<file path="src/rtl/clksyn_pkg.sv">
package clksyn_pkg;
  localparam int unsigned DIV_W    = 10;
  localparam int unsigned NUM_OUT  = 5;
  localparam int unsigned FRAME_W  = 32;
  localparam int unsigned ADDR_W   = 2;
  localparam int unsigned DATA_W   = FRAME_W - ADDR_W;
  localparam int unsigned SEL_W    = 3;
  localparam int unsigned POST_LOG = 4;
  localparam int unsigned LOSS_W   = 7;

  typedef struct packed {
    logic [DIV_W-1:0]              ref_div;
    logic [DIV_W-1:0]              fb_div;
    logic [SEL_W-1:0]              post_sel;
    logic [NUM_OUT-1:0][DIV_W-1:0] out_div;
    logic [NUM_OUT-1:0]            out_en;
    logic [LOSS_W-1:0]             loss_lim;
  } cfg_t;

  localparam cfg_t CFG_RST = '{
    ref_div:  DIV_W'(1),
    fb_div:   DIV_W'(8),
    post_sel: SEL_W'(0),
    out_div:  {DIV_W'(16), DIV_W'(8), DIV_W'(4), DIV_W'(2), DIV_W'(1)},
    out_en:   {NUM_OUT{1'b1}},
    loss_lim: LOSS_W'(100)
  };
endpackage

</file>
<file path="src/rtl/clksyn_sync.sv">
module clksyn_sync #(
  parameter int unsigned     WIDTH   = 1,
  parameter int unsigned     STAGES  = 2,
  parameter logic [WIDTH-1:0] RST_VAL = '0
) (
  input  logic             clk_i,
  input  logic             rst_ni,
  input  logic [WIDTH-1:0] d_i,
  output logic [WIDTH-1:0] q_o
);
  logic [STAGES-1:0][WIDTH-1:0] st_q;

  always_ff @(posedge clk_i or negedge rst_ni) begin
    if (!rst_ni) begin
      st_q <= {STAGES{RST_VAL}};
    end else begin
      st_q[0] <= d_i;
      for (int s = 1; s < STAGES; s++) st_q[s] <= st_q[s-1];
    end
  end

  assign q_o = st_q[STAGES-1];
endmodule

</file>
<file path="src/rtl/clksyn_spi_regs.sv">
module clksyn_spi_regs
  import clksyn_pkg::*;
(
  input  logic clk_i,
  input  logic rst_ni,
  input  logic sclk_rise_i,
  input  logic cs_lvl_i,
  input  logic cs_rise_i,
  input  logic mosi_i,
  output cfg_t cfg_o
);
  localparam int unsigned CNT_W = $clog2(FRAME_W + 2);
  localparam logic [CNT_W-1:0] FULL = CNT_W'(FRAME_W);
  localparam logic [CNT_W-1:0] OVER = CNT_W'(FRAME_W + 1);

  logic [FRAME_W-1:0] shift_q;
  logic [CNT_W-1:0]   cnt_q;
  logic               commit;
  logic [ADDR_W-1:0]  addr;
  logic [DATA_W-1:0]  data;
  cfg_t               cfg_q;

  always_ff @(posedge clk_i or negedge rst_ni) begin
    if (!rst_ni) begin
      shift_q <= '0;
      cnt_q   <= '0;
    end else if (cs_lvl_i) begin
      cnt_q <= '0;
    end else if (sclk_rise_i) begin
      shift_q <= {shift_q[FRAME_W-2:0], mosi_i};
      if (cnt_q != OVER) cnt_q <= cnt_q + 1'b1;
    end
  end

  assign commit = cs_rise_i && (cnt_q == FULL);
  assign addr   = shift_q[FRAME_W-1 -: ADDR_W];
  assign data   = shift_q[DATA_W-1:0];

  always_ff @(posedge clk_i or negedge rst_ni) begin
    if (!rst_ni) begin
      cfg_q <= CFG_RST;
    end else if (commit) begin
      unique case (addr)
        2'd0: begin
          cfg_q.ref_div  <= data[9:0];
          cfg_q.fb_div   <= data[19:10];
          cfg_q.post_sel <= data[22:20];
        end
        2'd1: begin
          cfg_q.out_div[0] <= data[9:0];
          cfg_q.out_div[1] <= data[19:10];
          cfg_q.out_div[2] <= data[29:20];
        end
        2'd2: begin
          cfg_q.out_div[3] <= data[9:0];
          cfg_q.out_div[4] <= data[19:10];
          cfg_q.out_en     <= data[24:20];
        end
        default: cfg_q.loss_lim <= data[6:0];
      endcase
    end
  end

  assign cfg_o = cfg_q;

  AST_CFG_ONLY_AT_CS_RISE: assert property (@(posedge clk_i) disable iff (!rst_ni)
    !$stable(cfg_q) |-> $past(cs_rise_i));
endmodule

</file>
<file path="src/rtl/clksyn_prediv.sv">
module clksyn_prediv #(
  parameter int unsigned W = 10
) (
  input  logic         clk_i,
  input  logic         rst_ni,
  input  logic         event_i,
  input  logic [W-1:0] div_i,
  output logic         pulse_o
);
  localparam int unsigned LIM_W = W + 1;

  logic [LIM_W-1:0] lim;
  logic [W-1:0]     cnt_q;
  logic             pulse_q;

  assign lim = (div_i == '0) ? (LIM_W'(1) << W) : {1'b0, div_i};

  always_ff @(posedge clk_i or negedge rst_ni) begin
    if (!rst_ni) begin
      cnt_q   <= '0;
      pulse_q <= 1'b0;
    end else if (event_i) begin
      if ({1'b0, cnt_q} >= lim - LIM_W'(1)) begin
        cnt_q   <= '0;
        pulse_q <= 1'b1;
      end else begin
        cnt_q   <= cnt_q + 1'b1;
        pulse_q <= 1'b0;
      end
    end else begin
      pulse_q <= 1'b0;
    end
  end

  assign pulse_o = pulse_q;

  AST_PULSE_NEEDS_EVENT: assert property (@(posedge clk_i) disable iff (!rst_ni)
    pulse_o |-> $past(event_i));
endmodule

</file>
<file path="src/rtl/clksyn_postdiv.sv">
module clksyn_postdiv #(
  parameter int unsigned SEL_W   = 3,
  parameter int unsigned MAX_LOG = 4
) (
  input  logic             clk_i,
  input  logic             rst_ni,
  input  logic [SEL_W-1:0] sel_i,
  output logic             pulse_o
);
  logic [SEL_W-1:0]   k;
  logic [MAX_LOG:0]   one_hot;
  logic [MAX_LOG-1:0] mask;
  logic [MAX_LOG-1:0] cnt_q;

  assign k       = (sel_i > SEL_W'(MAX_LOG)) ? SEL_W'(MAX_LOG) : sel_i;
  assign one_hot = (MAX_LOG+1)'(1) << k;
  assign mask    = MAX_LOG'(one_hot - 1'b1);

  always_ff @(posedge clk_i or negedge rst_ni) begin
    if (!rst_ni) cnt_q <= '0;
    else         cnt_q <= cnt_q + 1'b1;
  end

  assign pulse_o = (cnt_q & mask) == mask;
endmodule

</file>
<file path="src/rtl/clksyn_outdiv.sv">
module clksyn_outdiv #(
  parameter int unsigned W = 10
) (
  input  logic         clk_i,
  input  logic         rst_ni,
  input  logic         en_i,
  input  logic [W-1:0] div_i,
  output logic         clk_o
);
  localparam int unsigned LIM_W = W + 1;

  logic [LIM_W-1:0] lim;
  logic [W-1:0]     cnt_q;
  logic             clk_q;

  assign lim = (div_i == '0) ? (LIM_W'(1) << W) : {1'b0, div_i};

  // stop only while low, so a high phase always completes
  always_ff @(posedge clk_i or negedge rst_ni) begin
    if (!rst_ni) begin
      cnt_q <= '0;
      clk_q <= 1'b0;
    end else if (!en_i && !clk_q) begin
      cnt_q <= '0;
    end else if ({1'b0, cnt_q} >= lim - LIM_W'(1)) begin
      cnt_q <= '0;
      clk_q <= ~clk_q;
    end else begin
      cnt_q <= cnt_q + 1'b1;
    end
  end

  assign clk_o = clk_q;

  AST_NO_RISE_WHILE_OFF: assert property (@(posedge clk_i) disable iff (!rst_ni)
    $rose(clk_o) |-> $past(en_i));
endmodule

</file>
<file path="src/rtl/clksyn_refmon.sv">
module clksyn_refmon #(
  parameter int unsigned W = 7
) (
  input  logic         clk_i,
  input  logic         rst_ni,
  input  logic         ref_edge_i,
  input  logic         fb_pulse_i,
  input  logic [W-1:0] lim_i,
  output logic         hold_o
);
  localparam int unsigned CNT_W = W + 1;

  logic [CNT_W-1:0] lim;
  logic [CNT_W-1:0] cnt_q;
  logic             hold_q;

  assign lim = (lim_i == '0) ? (CNT_W'(1) << W) : {1'b0, lim_i};

  always_ff @(posedge clk_i or negedge rst_ni) begin
    if (!rst_ni) begin
      cnt_q  <= '0;
      hold_q <= 1'b0;
    end else if (ref_edge_i) begin
      cnt_q  <= '0;
      hold_q <= 1'b0;
    end else if (fb_pulse_i && !hold_q) begin
      cnt_q <= cnt_q + 1'b1;
      if (cnt_q + 1'b1 >= lim) hold_q <= 1'b1;
    end
  end

  assign hold_o = hold_q;

  AST_HOLD_SET_ON_FB: assert property (@(posedge clk_i) disable iff (!rst_ni)
    $rose(hold_o) |-> $past(fb_pulse_i));
  AST_HOLD_CLR_ON_REF: assert property (@(posedge clk_i) disable iff (!rst_ni)
    $fell(hold_o) |-> $past(ref_edge_i));
endmodule

</file>
<file path="src/rtl/clksyn_divider_bank.sv">
module clksyn_divider_bank
  import clksyn_pkg::*;
#(
  parameter int unsigned SYNC_STAGES = 2
) (
  input  logic               clk_i,
  input  logic               rst_ni,
  input  logic               ref_clk_i,
  input  logic               spi_sclk_i,
  input  logic               spi_cs_ni,
  input  logic               spi_mosi_i,
  output logic               pfd_ref_o,
  output logic               pfd_fb_o,
  output logic [NUM_OUT-1:0] clk_out_o,
  output logic               holdover_o
);
  localparam int unsigned LANES = 4;
  localparam int unsigned L_REF = 0;
  localparam int unsigned L_SCK = 1;
  localparam int unsigned L_CS  = 2;
  localparam int unsigned L_MO  = 3;
  localparam logic [LANES-1:0] LANE_RST = LANES'(1) << L_CS;

  logic [LANES-1:0] sync_q;
  logic [L_CS:0]    prev_q;
  logic             ref_rise, sclk_rise, cs_rise, post_pulse;
  cfg_t             cfg;

  clksyn_sync #(.WIDTH(LANES), .STAGES(SYNC_STAGES), .RST_VAL(LANE_RST)) u_sync (
    .clk_i, .rst_ni,
    .d_i ({spi_mosi_i, spi_cs_ni, spi_sclk_i, ref_clk_i}),
    .q_o (sync_q)
  );

  always_ff @(posedge clk_i or negedge rst_ni) begin
    if (!rst_ni) prev_q <= LANE_RST[L_CS:0];
    else         prev_q <= sync_q[L_CS:0];
  end

  assign ref_rise  = sync_q[L_REF] & ~prev_q[L_REF];
  assign sclk_rise = sync_q[L_SCK] & ~prev_q[L_SCK];
  assign cs_rise   = sync_q[L_CS]  & ~prev_q[L_CS];

  clksyn_spi_regs u_regs (
    .clk_i, .rst_ni,
    .sclk_rise_i (sclk_rise),
    .cs_lvl_i    (sync_q[L_CS]),
    .cs_rise_i   (cs_rise),
    .mosi_i      (sync_q[L_MO]),
    .cfg_o       (cfg)
  );

  clksyn_prediv #(.W(DIV_W)) u_ref_div (
    .clk_i, .rst_ni,
    .event_i (ref_rise),
    .div_i   (cfg.ref_div),
    .pulse_o (pfd_ref_o)
  );

  clksyn_postdiv #(.SEL_W(SEL_W), .MAX_LOG(POST_LOG)) u_post (
    .clk_i, .rst_ni,
    .sel_i   (cfg.post_sel),
    .pulse_o (post_pulse)
  );

  clksyn_prediv #(.W(DIV_W)) u_fb_div (
    .clk_i, .rst_ni,
    .event_i (post_pulse),
    .div_i   (cfg.fb_div),
    .pulse_o (pfd_fb_o)
  );

  clksyn_refmon #(.W(LOSS_W)) u_mon (
    .clk_i, .rst_ni,
    .ref_edge_i (ref_rise),
    .fb_pulse_i (pfd_fb_o),
    .lim_i      (cfg.loss_lim),
    .hold_o     (holdover_o)
  );

  for (genvar i = 0; i < NUM_OUT; i++) begin : g_out
    clksyn_outdiv #(.W(DIV_W)) u_div (
      .clk_i, .rst_ni,
      .en_i  (cfg.out_en[i]),
      .div_i (cfg.out_div[i]),
      .clk_o (clk_out_o[i])
    );
  end
endmodule

</file>
<file path="config.mk">
export PLATFORM = sky130hd
export DESIGN_NAME = clksyn_divider_bank
export DESIGN_NICKNAME = d
export VERILOG_FILES = /design/src/rtl/clksyn_pkg.sv /design/src/rtl/clksyn_sync.sv /design/src/rtl/clksyn_spi_regs.sv /design/src/rtl/clksyn_prediv.sv /design/src/rtl/clksyn_postdiv.sv /design/src/rtl/clksyn_outdiv.sv /design/src/rtl/clksyn_refmon.sv /design/src/rtl/clksyn_divider_bank.sv
export SDC_FILE = /design/constraint.sdc
export NUM_CORES = 1
export LEC_CHECK = 0
export BUFFER_PORTS_ARGS = -buffer_cell sky130_fd_sc_hd__clkbuf_2
export CAP_MARGIN = 20
export CORE_MARGIN = 8
export CORE_UTILIZATION = 45
export DETAILED_ROUTE_END_ITERATION = 8
export GPL_TIMING_DRIVEN = 0
export HOLD_SLACK_MARGIN = 0.08
export PLACE_DENSITY_LB_ADDON = 0.3
export SLEW_MARGIN = 5
export SYNTH_ARGS = -nofsm -noshare
export SYNTH_HDL_FRONTEND = slang
export SYNTH_SLANG_ARGS = --single-unit
</file>
<file path="constraint.sdc">
create_clock -name clk_i -period 2.9 [get_ports clk_i]
set_input_delay 0.435 -clock clk_i [delete_from_list [all_inputs] [get_ports clk_i]]
set_output_delay 0.435 -clock clk_i [all_outputs]
set_load 0.005 [all_outputs]
</file>
==> run_results.csv, run 1 <==
group,metric,value,unit
status,status,"finished with violations",
status,failed_checks,"negative setup slack",
power_and_ir_drop,p_leak,0.007113,uW
critical_path,crit_start,"u_regs.cfg_o[55]$_DFFE_PN0P_",
routing,drtIter0Drc,287,
timing,hold_ws,0.3439,ns
cts,numCtsBuffers,26,
hold_path,min_from,"u_sync.st_q[3]$_DFF_PN0_",
timing,post-route-min-period,3.287,ns
synth,ys_ff_latch,224,
place,port_buffers,13,
cts,clock_latency,0.52,ns
timing,hold_viol,0,
routing,drc_errors,0,
routing,wl_per_cell,15.36,um
timing,setup_slack,-0.3865,ns
routing,ant_nets,0,
timing,finalClockSkew,0.01120,ns
timing,slew_headroom,60.28,%
synth,async_flop_share,100.0,%
power_and_ir_drop,finalPower,7089,uW
floorplanning,start_util,45.23,%
cells_and_area,layout_commonest_cell,"dfrtp_1",
routing,routed_wl,24210,um
critical_path,regToRegStartpoint,"u_regs.cfg_o[55]$_DFFE_PN0P_",
cts,clkTransAtPathRegs,0.06,ns
hold_path,worstHoldPathCells,0,
cts,cts_htree_levels,1,
timing,tightest_slew,0.5951,ns
power_and_ir_drop,peakVddDrop,503.0,uV
place,placedCellCount,1473,
synth,synth.avg_cell_area,10.79,um^2
critical_path,cp.required,3.36,ns
cells_and_area,syn_to_final_growth,21.02,%
floorplanning,die_h,179.7,um
cells_and_area,nNetsFinal,1325,
timing,fmax,304.3,MHz
global_routing,antenna_found_initial,0,
place,routabilityCongestion,0.7721,
critical_path,cp.arrival,3.74,ns
synth,yosys_warnings,0,
synth,syn_nets,1227,
timing,finalSetupViolCount,22,
routing,vias,8366,
synth,ys_seq_area_share,46.68,%
global_routing,gr-total-overflow,0,
place,hpwl,16020,um
cells_and_area,drive_gt1_share,27.37,%
critical_path,r2r_cells,13,
routing,viasPerCell,5.308,
synth,syn_inst,1117,
power_and_ir_drop,p_per_area,485.9,nW/um^2
timing,rsz0062_at_grt,"true",
floorplanning,die_width,179.7,um
place,dp_slack,-0.6478,ns
critical_path,path_class,"flop to flop",
global_routing,grt_pass1_vias,8676,
cells_and_area,mostFrequentLayoutCells,"dfrtp_1 (195), nor2_1 (124), mux2_2 (102), ha_1 (102), nand2_1 (73)",
cts,cts_num_sinks,224,
timing,drv_slew,0,
cts,clockBufferDepth,3,
global_routing,grt_max_degree,107,
critical_path,worst_setup_path_start_kind,"flop",
global_routing,grt_usage,15.07,%
cts,root_buffer,"clkbuf_16",
critical_path,worstPathMaxFanout,4,
place,postPlaceCellArea,12690,um^2
floorplanning,dieArea,32280,um^2
routing,dr.pass1.iters,4,
cells_and_area,finalInstanceArea,14590,um^2
timing,period_share,113.3,%
floorplanning,floorplan.rows,60,
synth,synth_edf_count,0,
hold_path,hold_class,"flop to flop",
synth,syn_area,12060,um^2
synth,synth.distinct_cells,66,
cells_and_area,final_cells,1576,
synth,ys.flop_type,"dfrtp_1",
cells_and_area,diodes,0,
critical_path,end_kind,"flop",
global_routing,grt_pass1_wl,42190,um
cells_and_area,fillCellCount,2247,
run,maxCapViolations,0,
floorplanning,core-area,26650,um^2
floorplanning,ioPinCount,14,
cts,cts_tree,"done",
==> worst max-delay path, stage by stage (launching register included) <==
cell,delay (ns)
dfrtp_2,0.40
or4_4,0.54
or4_4,0.45
nor2_4,0.12
a22oi_2,0.11
nor3_2,0.15
xnor2_1,0.15
ha_1,0.21
o21ai_0,0.09
nand2b_1,0.07
a21oi_1,0.06
a21o_2,0.26
or4b_4,0.54
nand2_2,0.07
==> state kept, by name (all words and copies together) (netlist names) <==
name and cells:
u_post.cnt_q 4, u_regs.cnt_q 6, u_mon.cnt_q 8, g_out.u_div.cnt_q 50, u_sync.st_q 4, g_out.u_div.clk_o 5
u_ref_div.pulse_o 1, u_regs.shift_q 32, prev_q 3, u_fb_div.pulse_o 1, u_regs.cfg_o 85, u_ref_div.cnt_q 10
u_mon.hold_o 1, u_fb_div.cnt_q 10, u_sync.q_o 4
==> power by group <==
group | switching [uW] | internal [uW] | leakage [uW]
Clock | 1280 | 2270 | 0.000469
Sequential | 127 | 3210 | 0.00299
Combinational | 115 | 89.5 | 0.00365
==> through the flow <==
step                      setup TNS (ns)  utilization (%)
final                             -4.325            54.74
after global routing              -10.30            54.74
after CTS                         -3.058            53.53
after detailed placement          -27.66            47.62
after global placement           -681.76            47.38
after floorplan                   -1.742                -
==> cell usage after synthesis, types with 4 or more instances <==
master,n,area (um^2)
a2111oi_0,5,43.79
a21o_1,6,45.04
a21oi_1,30,150.1
and3_1,10,62.56
buf_2,7,35.03
buf_4,5,37.54
clkbuf_1,9,33.78
dfrtp_1,206,5155
dfstp_2,18,473.0
ha_1,104,1301
inv_1,47,176.4
mux2_2,102,1149
nand2_1,77,289.0
nand2b_1,16,100.1
nand3_1,49,245.2
nand4_1,7,43.79
nor2_1,127,476.7
nor2b_1,5,31.28
nor3_1,12,60.06
nor3b_1,7,52.55
nor4_1,13,81.33
o21a_1,5,37.54
o21ai_0,52,260.3
o21bai_1,4,30.03
o31a_1,4,35.03
o31ai_1,6,45.04
or3_1,5,31.28
xnor2_1,62,543.0
xor2_1,62,543.0
==> cells by family after synthesis <==
group,share of synthesized area [%]
flops,46.68
fa+ha+maj,10.79
xor+xnor,9.009
simple gates,13.56
mux,9.694
compound gates,7.919
buf+inv,2.346
==> per-layer routing <==
| layer | GRT usage [%] | part of all wire, % | vias up | wire length [um] |
|---|---|---|---|---|
| met2 | 25.95 | 49 | 68 | 11930 |
| met3 | 1.976 | 2.6 | 25 | 625 |
| met1 | 19.77 | 46 | 4155 | 11200 |
| li1 | - | - | 4118 | - |
| met4 | 3.835 | 1.9 | 0 | 454 |
| met5 | 0 | 0 | - | 0 |
==> final timing paths <==
| kind | endpoint | slack, ns |
|---|---|---|
| worst max-delay path | g_out[4].u_div.clk_o$_DFFE_PN0P_ | -0.39 |
| worst min-delay path | u_sync.q_o[3]$_DFF_PN0_ | 0.34 |
| worst min register to register | u_sync.q_o[3]$_DFF_PN0_ | 0.34 |
| max in group asynchronous | u_regs.cfg_o[11]$_DFFE_PN1P_ | 1.22 |
| worst max register to register | g_out[4].u_div.clk_o$_DFFE_PN0P_ | -0.39 |
| min in group asynchronous | prev_q[0]$_DFF_PN0_ | 0.45 |
==> repair_timing <==
action | 4_1_cts | 5_1_grt
gates cloned | 4 | 0
gates resized for setup | 68 | 54
hold endpoints to repair | 58 | 0
endpoints found under the setup margin | 76 | 77
pin swaps | 50 | 51
setup buffers | 35 | 13
hold buffers | 5 | 0
==> layout make-up <==
cell class / count / area, um^2 / area share [%]
inverter: 47 / 176.4 / 1.209
timing repair buffer: 66 / 535.5 / 3.671
buffer: 21 / 106.4 / 0.7290
sequential: 224 / 5642 / 38.67
clock buffer: 37 / 763.2 / 5.232
tap: 341 / 426.7 / 2.925
clock inverter: 11 / 180.2 / 1.235
multi-input combinational: 829 / 6759 / 46.33
(Power assumes the default switching activity.)
==> run 2, diff against run 1 <==
SYNTH_HIERARCHICAL = 1   (was default)
==> run_results.csv, run 2 <==
group,metric,value,unit
floorplanning,start_util,45.43,%
cts,cts_num_sinks,224,
critical_path,worst_setup_path_start_kind,"flop",
routing,drtIter0Drc,417,
timing,rsz0062_at_grt,"true",
synth,syn_area,12970,um^2
critical_path,cp.required,3.30,ns
floorplanning,core-area,28550,um^2
timing,tightest_slew,1.052,ns
synth,synth_edf_count,0,
cells_and_area,utilization,53.36,%
global_routing,grt_usage,15.02,%
synth,yosysTopAreaCellShare,39.75,%
cells_and_area,nNetsFinal,1332,
timing,fmax,352.7,MHz
critical_path,cpMaxStageDelayCell,"dfrtp_2",
critical_path,cp_cell_sequence,"nor4_4 -> a32oi_2 -> nor4_2 -> xnor2_1 -> ha_1 -> a211o_1 -> a221oi_2 -> o21ai_2 -> buf_4 -> a211o_1",
place,port_buffers,13,
cells_and_area,finalInstanceArea,15230,um^2
floorplanning,die_width,185.8,um
global_routing,grt_max_degree,98,
cells_and_area,regArea,5640,um^2
cts,cts_htree_levels,1,
synth,async_flop_share,100.0,%
synth,syn_nets,1251,
place,postPlaceCellArea,13580,um^2
global_routing,antenna_found_initial,0,
timing,finalClockSkew,0.01405,ns
critical_path,cp_num_buf_inv,1,
cells_and_area,mostFrequentLayoutCells,"dfrtp_1 (196), ha_1 (98), mux2_2 (92)",
place,routabilityCongestion,0.7967,
power_and_ir_drop,p_per_area,446.3,nW/um^2
power_and_ir_drop,peakVddDrop,475.3,uV
synth,yosysTopAreaCell,"dfrtp_1",
synth,ys_ff_latch,224,
place,hpwl,17410,um
routing,drc_errors,0,
synth,synth_commonest_cells,"dfrtp_1 (206), ha_1 (104), mux2_2 (92)",
synth,synth.avg_cell_area,11.37,um^2
critical_path,end_kind,"flop",
status,status,"complete, no violations",
synth,ys.flop_type,"dfrtp_1",
timing,period_share,97.77,%
global_routing,grt_pass1_vias,8867,
global_routing,gr-total-overflow,0,
cts,clkTransAtPathRegs,0.06,ns
global_routing,grt_pass1_wl,43640,um
cts,clock_latency,0.52,ns
floorplanning,dieArea,34510,um^2
cts,numCtsBuffers,25,
routing,vias,9085,
cells_and_area,final_cells,1624,
critical_path,cp.arrival,3.24,ns
cells_and_area,layout_commonest_cell,"dfrtp_1",
timing,drv_slew,0,
synth,synth.distinct_cells,60,
routing,wl_per_cell,16.08,um
power_and_ir_drop,finalPower,6798,uW
routing,ant_nets,0,
cells_and_area,largest_register_ffs,85,
critical_path,cp_common_cell,"a211o_1",
hold_path,worstHoldPathCells,0,
cts,root_buffer,"clkbuf_16",
cells_and_area,syn_to_final_growth,17.46,%
routing,routed_wl,26110,um
critical_path,cp.depth,10,
critical_path,r2r_cells,10,
timing,finalSetupViolCount,0,
critical_path,worstPathMaxFanout,4,
power_and_ir_drop,p_leak,0.007404,uW
timing,hold_ws,0.3464,ns
critical_path,path_class,"flop to flop",
cells_and_area,diodes,0,
timing,post-route-min-period,2.835,ns
cts,clockBufferDepth,3,
synth,yosysMostFrequentCell,"dfrtp_1",
run,maxCapViolations,0,
critical_path,crit_path_max_incr_delay,0.43,ns
critical_path,crit_family,"compound AO/OA/AOI/OAI gates",
timing,slew_headroom,29.62,%
cells_and_area,fillCellCount,2519,
routing,dr.pass1.iters,4,
synth,syn_inst,1141,
cts,cts_tree,"done",
place,placedCellCount,1540,
timing,hold_viol,0,
routing,viasPerCell,5.594,
synth,ys_seq_area_share,43.40,%
floorplanning,ioPinCount,14,
floorplanning,die_h,185.8,um
cells_and_area,multi_input_area,7453,um^2
floorplanning,floorplan.rows,62,
synth,yosys_warnings,6,
cells_and_area,drive_gt1_share,29.92,%
synth,synth_area_leaders,"dfrtp_1 (40%), ha_1 (10%), mux2_2 (8.0%), xor2_1 (4.7%), dfstp_2 (3.6%)",
hold_path,hold_class,"flop to flop",
run 2: power breakdown:
group / internal [uW] / switching, uW / total, uW
registers: 3220 / 144 / 3360
logic: 148 / 187 / 335
clock network: 1830 / 1270 / 3100
run 2: worst register-to-register path, cell delays in order, from the launching register on:
cell and delay, ns:
dfrtp_2 0.43, nor4_4 0.32, a32oi_2 0.20, nor4_2 0.28, xnor2_1 0.12, ha_1 0.31
a211o_1 0.28, a221oi_2 0.25, o21ai_2 0.13, buf_4 0.15, a211o_1 0.24
run 2: final cells by class:
cell class / instances / share of cell area [%]
plain buffers: 31 / 1.446
clock buffers: 35 / 4.747
clock inverters: 10 / 0.5421
inverters: 52 / 1.281
multi-input cells: 834 / 48.93
flip-flops and latches: 224 / 37.03
well taps: 384 / 3.154
repair buffers: 54 / 2.875
run 2: logic make-up after synthesis:
kind of cell,after synthesis,share of synthesized area (%)
AOI/OAI and AO/OA,193,11.18
xor gates and xnor gates,115,7.767
adders and majority gates,104,10.03
buffers and inverters,83,2.962
DFF,224,43.40
muxes,119,10.88
and+or+nand+nor,303,13.78
run 2: final timing paths:
path	startpoint	to	slack, ns
hold / removal	u_sync/st_q[1]$_DFF_PN0_	u_sync/q_o[1]$_DFF_PN0_	0.35
setup / recovery	u_regs/cfg_o[59]$_DFFE_PN0P_	g_out[4].u_div/clk_o$_DFFE_PN0P_	0.06
min in group asynchronous	rst_ni	u_mon/cnt_q[3]$_DFFE_PN0P_	0.42
max in group asynchronous	rst_ni	u_regs/cfg_o[9]$_DFFE_PN1P_	1.26
hold reg to reg	u_sync/st_q[1]$_DFF_PN0_	u_sync/q_o[1]$_DFF_PN0_	0.35
setup reg to reg	u_regs/cfg_o[59]$_DFFE_PN0P_	g_out[4].u_div/clk_o$_DFFE_PN0P_	0.06
run 2: stage by stage:
stage / TNS (ns) / setup WS (ns)
2_1_floorplan: 0 / 0.2373
3_5_place_dp: -3.104 / -0.1226
3_3_place_gp: -676.32 / -3.165
5_1_grt: -0.9646 / -0.07469
4_1_cts: 0 / 0.01269
6_report: 0 / 0.06470
run 2: what timing repair did:
item | 4_1_cts | 5_1_grt
cloned | 0 | 2
hold buffers | 5 | 0
endpoints found under the setup margin | 60 | 73
hold endpoints to repair | 48 | 0
buffers inserted | 4 | 28
pin swaps | 8 | 40
gates resized for setup | 15 | 115
run 2: per-layer routing:
layer	wire length [um]	global-route usage (%)	share of wire, %	vias to the layer above
met1	12370	20.70	47	4567
met4	552	3.493	2.1	0
li1	-	-	-	4396
met2	12520	24.77	48	84
met5	0	0	0	-
met3	666	2.050	2.6	38
